===== src/rtl/csd_pkg.sv =====
package csd_pkg;

    localparam int unsigned CSD_LO_W_DEF   = 4;
    localparam int unsigned CSD_HI_W_DEF   = 4;
    localparam int unsigned CSD_DATA_W_DEF = 8;

    // Action taken by the shifter at a clock edge
    typedef enum logic [1:0] {
        SH_HOLD  = 2'd0,
        SH_LOAD  = 2'd1,
        SH_SHIFT = 2'd2
    } sh_op_e;

    // Load outranks a shift that falls on the same edge
    function automatic sh_op_e pick_op(input logic load, input logic rise);
        if (load) return SH_LOAD;
        if (rise) return SH_SHIFT;
        return SH_HOLD;
    endfunction

endpackage


===== src/rtl/csd_split_counter.sv =====
module csd_split_counter #(
    parameter int unsigned LO_W = csd_pkg::CSD_LO_W_DEF,
    parameter int unsigned HI_W = csd_pkg::CSD_HI_W_DEF
) (
    input  logic            clk,
    input  logic            rst,
    input  logic [LO_W-1:0] part_lo,
    input  logic [HI_W-1:0] part_hi,
    output logic            term
);

    typedef struct packed {
        logic [HI_W-1:0] hi;
        logic            carry;
        logic [LO_W-1:0] lo;
    } cnt_t;

    cnt_t cur;
    cnt_t nxt;
    logic lo_full;
    logic at_term;

    assign lo_full = &cur.lo;
    // Terminal state: both parts match and no carry is still pending
    assign at_term = !cur.carry && (cur.lo == part_lo) && (cur.hi == part_hi);

    always_comb begin
        nxt = '0;
        if (!at_term) begin
            nxt.lo    = cur.lo + 1'b1;
            nxt.carry = lo_full;
            nxt.hi    = cur.hi + HI_W'(cur.carry);
        end
    end

    always_ff @(posedge clk) begin
        if (rst) cur <= '0;
        else     cur <= nxt;
    end

    assign term = at_term;

    p_reset_clears_r1: assert property (@(posedge clk)
        rst |=> (cur == '0));

    p_carry_saved_r3: assert property (@(posedge clk) disable iff (rst)
        (lo_full && !at_term) |=> (cur.carry && cur.lo == '0));

    p_high_takes_carry_r3: assert property (@(posedge clk) disable iff (rst)
        (cur.carry && !at_term) |=> (cur.hi == $past(cur.hi) + HI_W'(1)));

    p_high_idle_r3: assert property (@(posedge clk) disable iff (rst)
        (!cur.carry && !at_term) |=> $stable(cur.hi));

    p_term_clears_r2: assert property (@(posedge clk) disable iff (rst)
        at_term |=> (cur == '0));

endmodule


===== src/rtl/csd_toggle_gen.sv =====
module csd_toggle_gen (
    input  logic clk,
    input  logic rst,
    input  logic term,
    output logic div_clk,
    output logic rise
);

    logic div_q;

    always_ff @(posedge clk) begin
        if (rst)       div_q <= 1'b0;
        else if (term) div_q <= ~div_q;
    end

    // High in the cycle whose closing edge drives the divided clock high
    assign rise    = term && !div_q;
    assign div_clk = div_q;

    p_toggle_on_term_r2: assert property (@(posedge clk) disable iff (rst)
        term |=> (div_q != $past(div_q)));

    p_hold_off_term_r2: assert property (@(posedge clk) disable iff (rst)
        !term |=> $stable(div_q));

    p_rise_goes_high_r6: assert property (@(posedge clk) disable iff (rst)
        rise |=> div_q);

endmodule


===== src/rtl/csd_shifter.sv =====
module csd_shifter #(
    parameter int unsigned DATA_W = csd_pkg::CSD_DATA_W_DEF
) (
    input  logic              clk,
    input  logic              rst,
    input  logic              load,
    input  logic [DATA_W-1:0] word,
    input  logic              rise,
    output logic              ser
);
    import csd_pkg::*;

    logic [DATA_W-1:0] sreg;
    sh_op_e            op;

    assign op = pick_op(load, rise);

    always_ff @(posedge clk) begin
        if (rst) begin
            sreg <= '0;
        end else begin
            case (op)
                SH_LOAD:  sreg <= word;
                SH_SHIFT: sreg <= {sreg[DATA_W-2:0], 1'b0};
                default:  sreg <= sreg;
            endcase
        end
    end

    assign ser = sreg[DATA_W-1];

    p_hold_r7: assert property (@(posedge clk) disable iff (rst)
        (!load && !rise) |=> $stable(sreg));

    p_load_wins_r8: assert property (@(posedge clk) disable iff (rst)
        load |=> (sreg == $past(word)));

    p_shift_r6: assert property (@(posedge clk) disable iff (rst)
        (rise && !load) |=> (sreg == {$past(sreg[DATA_W-2:0]), 1'b0}));

endmodule


===== src/rtl/csc_clkdiv.sv =====
module csc_clkdiv #(
    parameter int unsigned LO_W   = csd_pkg::CSD_LO_W_DEF,
    parameter int unsigned HI_W   = csd_pkg::CSD_HI_W_DEF,
    parameter int unsigned DATA_W = csd_pkg::CSD_DATA_W_DEF
) (
    input  logic              clk,
    input  logic              rst,
    input  logic [LO_W-1:0]   part_lo,
    input  logic [HI_W-1:0]   part_hi,
    input  logic [DATA_W-1:0] load_word,
    input  logic              load_en,
    output logic              div_clk,
    output logic              ser_data
);

    logic term;
    logic rise;

    csd_split_counter #(.LO_W(LO_W), .HI_W(HI_W)) u_count (
        .clk     (clk),
        .rst     (rst),
        .part_lo (part_lo),
        .part_hi (part_hi),
        .term    (term)
    );

    csd_toggle_gen u_tog (
        .clk     (clk),
        .rst     (rst),
        .term    (term),
        .div_clk (div_clk),
        .rise    (rise)
    );

    csd_shifter #(.DATA_W(DATA_W)) u_shift (
        .clk  (clk),
        .rst  (rst),
        .load (load_en),
        .word (load_word),
        .rise (rise),
        .ser  (ser_data)
    );

    p_reset_outputs_r1: assert property (@(posedge clk)
        rst |=> (!div_clk && !ser_data));

    p_ser_only_on_rise_r7: assert property (@(posedge clk) disable iff (rst)
        (!load_en && !rise) |=> $stable(ser_data));

endmodule


===== config.mk =====
export PLATFORM = sky130hd
export DESIGN_NAME = csc_clkdiv
export DESIGN_NICKNAME = d
export VERILOG_FILES = /design/src/rtl/csd_pkg.sv /design/src/rtl/csd_split_counter.sv /design/src/rtl/csd_toggle_gen.sv /design/src/rtl/csd_shifter.sv /design/src/rtl/csc_clkdiv.sv
export SDC_FILE = /design/constraint.sdc
export NUM_CORES = 1
export LEC_CHECK = 0
export BUFFER_PORTS_ARGS = -buffer_cell sky130_fd_sc_hd__buf_2
export CORE_MARGIN = 3
export CORE_UTILIZATION = 35
export CTS_CLUSTER_DIAMETER = 40
export DETAILED_ROUTE_END_ITERATION = 6
export PLACE_DENSITY = 0.6
export SLEW_MARGIN = 10
export SYNTH_ARGS = -nofsm -noshare
export SYNTH_HDL_FRONTEND = slang
export SYNTH_SLANG_ARGS = --single-unit

===== constraint.sdc =====
create_clock -name clk -period 1.7 [get_ports clk]
set_input_delay 0.17 -clock clk [delete_from_list [all_inputs] [get_ports clk]]
set_output_delay 0.17 -clock clk [all_outputs]
set_load 0.005 [all_outputs]

# Word-level counts from Yosys, hierarchy flattened
# Index checks and enable logic that the tools add are counted.
[totals]
register_bits = 18
inputBits = 19
output_inout_bits = 2
wordCells = 28
[op_classes]
n_addsub = 2
n_eq_ne = 4
mux = 8
n_bitwise = 1
reduce_logical = 8
[op_table]
columns = ["cell", "n"]
rows = [
  ["$pmux 8 s2", 1],
  ["$eq 4x4->1", 2],
  ["$mux 2", 4],
  ["$add 4x1->4", 1],
  ["$add 4x1->4 const B", 1],
  ["$reduce_and 4->1", 1],
  ["$logic_and 1x1->1", 3],
  ["$mux 1", 3],
  ["$eq 2x1->1 const B", 1],
  ["$eq 2x2->1 const B", 1],
  ["$logic_not 1->1", 2],
  ["$reduce_bool 2->1", 1],
  ["$reduce_or 2->1", 1],
  ["$not 1->1", 1],
]

# Depth between registers and ports, before layout
[depth]
word_depth = 10
depth_mapped = 6
depth_no_buf = 5

# Cells and area by module
# From an unflattened synthesis, not the netlist that was laid out.
[unflattened]
cells_unflattened = 79
hier_area_um2 = 830.8
[modules_own_cells]
columns = ["module", "n_inst", "cells_per_inst", "area_each_um2", "seq_area_each_um2"]
rows = [
  ["csd_split_counter", 1, 40, 426.7, 180.2],
  ["csd_shifter", 1, 35, 362.8, 160.2],
  ["csd_toggle_gen", 1, 4, 41.3, 20.0],
]

# Worst setup path after synthesis
# No wires, ideal clock.
[synth_path]
path_kind = "register -> register"
start = "register u_count.cur[5] (netlist name)"
end = "register u_shift.sreg[4]"
setup_time_ns = 0.130
arrival_time_ns = 1.374
required_time_ns = 1.570
slack_ns = 0.195
stages_incl_launch_ff = 7
path_buffers = 1
synth_period_minus_slack_ns = 1.505
cell_sequence = "dfxtp_1 inv_1 a222oi_1 nand4_2 buf_6 nor3_1 nor3b_2"
[synth_between]
elab_chain_len = 9
elab_cells_between_ends = 12
classes_between = "3 x eq/ne; 6 x mux; 3 x reduce/logical"
[synth_lines]
columns = ["item", "line_no", "source"]
rows = [
  ["from (decl)", "csd_split_counter.sv:18", "cnt_t cur;"],
  ["from (signal assigned)", "csd_split_counter.sv:38", "else cur <= nxt;"],
  ["$eq 4x4->1 *", "csd_split_counter.sv:25", "assign at_term = !cur.carry && (cur.lo == part_lo) && (cur.hi == part_hi);"],
  ["$logic_and 1x1->1 *", "csd_split_counter.sv:25", ""],
  ["$logic_and 1x1->1 *", "csd_toggle_gen.sv:17", "assign rise = term && !div_q;"],
  ["$mux 1 (2 in a row)", "csd_pkg.sv:17", "if (rise) return SH_SHIFT;"],
  ["$mux 2 *", "csd_pkg.sv:18", "return SH_HOLD;"],
  ["$mux 2 *", "csd_pkg.sv:17", ""],
  ["$eq 2x2->1 or $eq 2x1->1 (tied branches)", "csd_shifter.sv:22", "case (op)"],
  ["$pmux 8 s2 or $reduce_bool 2->1 (tied branches)", "--", ""],
  ["to (signal assigned)", "csd_shifter.sv:23", "SH_LOAD: sreg <= word;"],
  ["to (signal assigned)", "csd_shifter.sv:24", "SH_SHIFT: sreg <= {sreg[DATA_W-2:0], 1'b0};"],
  ["to (signal assigned)", "csd_shifter.sv:25", "default: sreg <= sreg;"],
  ["to (decl)", "csd_shifter.sv:13", "logic [DATA_W-1:0] sreg;"],
]
# Every way passes the cells marked *; elsewhere a longest branch is shown, timed or not. The select of a mux whose other input is x is not followed.
# A chain may end at the register's enable or synchronous reset.

# Worst setup path in the final report
[layout_path]
start = "register u_count.cur[1] (netlist name)"
end = "register u_shift.sreg[5]"
[layout_between]
elab_chain_len = 10
elab_cells_between_ends = 13
classes_between = "3 x eq/ne; 6 x mux; 4 x reduce/logical"
[layout_lines]
columns = ["item", "line_no"]
rows = [
  ["$eq 4x4->1 *", "csd_split_counter.sv:25"],
  ["$logic_and 1x1->1 * (2 in a row)", "csd_split_counter.sv:25"],
  ["$logic_and 1x1->1 *", "csd_toggle_gen.sv:17"],
  ["$mux 1 (2 in a row)", "csd_pkg.sv:17"],
  ["$mux 2 *", "csd_pkg.sv:18"],
  ["$mux 2 *", "csd_pkg.sv:17"],
  ["$eq 2x2->1 or $eq 2x1->1 (tied branches)", "csd_shifter.sv:22"],
  ["$pmux 8 s2 or $reduce_bool 2->1 (tied branches)", "--"],
]
# Marks and branches as above.

==> flow_summary.json <==
{
  "io_pins": 21,
  "fin_crit_ns": 1.55,
  "synth_edf_count": 0,
  "r2r_cells": 6,
  "synth_top_area_cell": "dfxtp_1",
  "dieArea_um2": 3240,
  "critPathLaunchType": "flip-flop",
  "pre_cts_slack_ns": 0.0714,
  "slowest_delay_ns": 0.36,
  "cap_violations": 0,
  "crit_type": "reg -> reg",
  "synthToLayoutAreaGrowth_pct": 17.8,
  "clk_pin_slew_ns": 0.11,
  "clk_latency_ns": 0.29,
  "min_from": "load_word[0]",
  "yosysWarnings": 0,
  "postSynthRegisterBits": 18,
  "chipWidth_um": 56.9,
  "pwr-share-seq_pct": 55.4,
  "synthTopCellsByArea": "dfxtp_1 (40%), mux2i_1 (7.7%), xor2_1 (7.7%)",
  "fmax_ghz": 0.646,
  "ctsRootBufferMaster": "clkbuf_4",
  "rows": 17,
  "nNetsFinal": 140,
  "grt_max_degree": 17,
  "ctsLongestPathBuffers": 2,
  "internal-power_mw": 0.626,
  "tightest_slew_ns": 0.318,
  "crit-reg2reg-capture": "u_shift.sreg[5]",
  "antenna_found_initial": 0,
  "cts_tree": "done",
  "max-vdd-ir-drop_v": 0.000332,
  "async_flop_share_pct": 0,
  "drtIter0Drc": 5,
  "grt_pass1_wl_um": 2860,
  "final_area_um2": 1070,
  "fillers": 248,
  "hold_viol_final": 0,
  "grt_usage_pct": 11.3,
  "drtPass1Iterations": 4,
  "globalplace.congestion": 0.753,
  "cp_num_buf_inv": 1,
  "setup_slack_ns": 0.152,
  "whs_path_depth": 3,
  "io_buffers": 20,
  "cts_buffers": 3,
  "synth_top_cell_area_share_pct": 39.7,
  "vias": 674,
  "stdcell_count": 145,
  "hold_end": "u_shift.sreg[0]",
  "clkSinkCount": 18,
  "initial_core_util_pct": 38.8,
  "place_inst": 141,
  "wl_per_cell_um": 11.3,
  "synth_nets": 119,
  "drc": 0,
  "setup_viol": 0,
  "outcome": "finished, final reports clean",
  "wirelength_um": 1640,
  "place_area_um2": 1010,
  "htree_levels": 1,
  "arrival_ns": 1.76,
  "overflow": 0,
  "fin_tns_setup_ns": 0,
  "coreArea_um2": 2340,
  "sw_frac_of_total_pct": 23.6,
  "post-route-period-util_pct": 91.1,
  "cp.depth": 6,
  "synth_common_cells": "dfxtp_1 (18), nor2_1 (11), nor3_1 (8), xor2_1 (8)",
  "synth_ff_type": "dfxtp_1",
  "p_sw_mw": 0.193,
  "min_path_type": "in -> reg",
  "finClkSkew_ns": 0.00614,
  "crit_path_top_delay_cell": "dfxtp_2",
  "whs_ns": 0.127,
  "cp_cell_sequence": "and2b_1 -> a2111oi_4 -> nand4_2 -> buf_6 -> o21ai_0 -> nor3b_1",
  "postSynthAreaPerCell_um2": 9.35,
  "power_density_nw_per_um2": 767,
  "fp.dieH_um": 56.9,
  "first_global_vias": 678,
  "ctsHoldBuffers": 0,
  "synth-seq-area-share_pct": 39.7,
  "regToRegStartpoint": "u_count.cur[1]",
  "setup.worst_path.end_class": "flip-flop",
  "vias_per_cell": 4.65,
  "yosysMostFrequentCell": "dfxtp_1",
  "rsz0062_at_grt": "false",
  "cp_max_fo": 16,
  "drv_slew": 0,
  "synth.distinct_cells": 26,
  "detail-route-antenna-nets": 0,
  "syn_area_um2": 907,
  "syn_inst": 97,
  "dp_hpwl_um": 1230,
  "reg2reg_slack_ns": 0.15,
  "p_comb_share_pct": 12.7,
  "drive_above_1_share_pct": 29.9,
  "power_leakage_nw": 0.488,
  "clock_power_share_pct": 32.0,
  "diodes": 0,
  "max-slew-margin-rel_pct": 78.8,
  "worstPathRequired_ns": 1.91,
  "crit_family": "simple AND/OR/NAND/NOR gates"
}
-- cell usage in the layout, fill, tap and decap left out, drive strengths merged --
| cell | synthesis | routed |
|---|---|---|
| clkbuf | 1 | 4 |
| o21ai | 8 | 8 |
| nor2 | 11 | 11 |
| a21oi | 1 | 1 |
| dfxtp | 18 | 18 |
| inv | 7 | 7 |
| a222oi | 1 | 1 |
| xor2 | 8 | 8 |
| a2111oi | 1 | 1 |
| ha | 3 | 3 |
| xnor2 | 2 | 2 |
| nand3 | 3 | 3 |
| mux2i | 7 | 7 |
| nor3b | 7 | 7 |
| nand2 | 1 | 1 |
| or2 | 1 | 1 |
| nor2b | 2 | 2 |
| and2b | 1 | 1 |
| nand4 | 1 | 1 |
| buf | 4 | 21 |
| nor3 | 8 | 8 |
| or2b | 1 | 1 |
-- timing repair --
item                       CTS  global route
setup endpoints to repair    0            13
gates resized for setup      0             6
buffers inserted             0             0
-- worst register-to-register path: cells and delay by family, from the launching register on --
kind | cells | cell delay [ns]
buffers and inverters | 1 | 0.18
and+or+nand+nor | 3 | 0.52
AOI/OAI and AO/OA | 2 | 0.42
DFF | 1 | 0.36
-- metrics by stage --
step	util, %	power (mW)
final	45.7	0.819
after global routing	45.7	0.874
after CTS	44.9	0.837
after detailed placement	43.4	0.566
after global placement	43.4	0.563
after floorplan	-	0.533
-- registers in the layout (all words and copies together), names as in the netlist --
register	flops
u_tog.div_clk	1
u_count.cur	9
u_shift.sreg	8
-- metal layers --
layer  wire length (µm)  track usage, %
met1                764            14.2
met2                764            17.9
met3                 88            2.53
met4                 17            5.96
met5                  0               0
-- cell type report --
| class | instances | area (µm²) | area share, % |
|---|---|---|---|
| Clock buffer | 4 | 36.3 | 3.40 |
| Inverter | 7 | 26.3 | 2.46 |
| Multi-Input combinational cell | 67 | 495 | 46.4 |
| Sequential cell | 18 | 364 | 34.1 |
| Tap cell | 28 | 35.0 | 3.28 |
| Timing Repair Buffer | 21 | 111 | 10.4 |
-- power groups by stage --
stage	Clock, mW	Sequential, mW	Combinational (mW)
2_1_floorplan	0	0.460	0.0738
3_3_place_gp	0	0.462	0.101
3_5_place_dp	0	0.463	0.103
4_1_cts	0.280	0.453	0.104
5_1_grt	0.299	0.457	0.117
6_report	0.262	0.454	0.104
-- logic make-up after synthesis --
logic type                 count (synthesis)  share of synthesized area (%)
AOI/OAI and AO/OA                         11                           9.52
xor gates and xnor gates                  10                           9.66
adders and majority gates                  3                           4.14
buffers and inverters                     12                           6.76
DFF                                       18                           39.7
muxes                                      7                           7.72
and+or+nand+nor                           36                           22.5
-- how the worst max path moves through the flow --
stage                         from               to  slack (ns)
floorplan           u_count.cur[5]  u_shift.sreg[4]        0.20
global placement    u_count.cur[5]  u_shift.sreg[1]        0.14
detailed placement  u_count.cur[5]  u_shift.sreg[7]        0.07
CTS                 u_count.cur[5]  u_shift.sreg[7]        0.04
global route        u_count.cur[1]   u_count.cur[2]       0.007
finish              u_count.cur[1]  u_shift.sreg[5]        0.15
No activity file was read; power rests on OpenSTA's default activity.
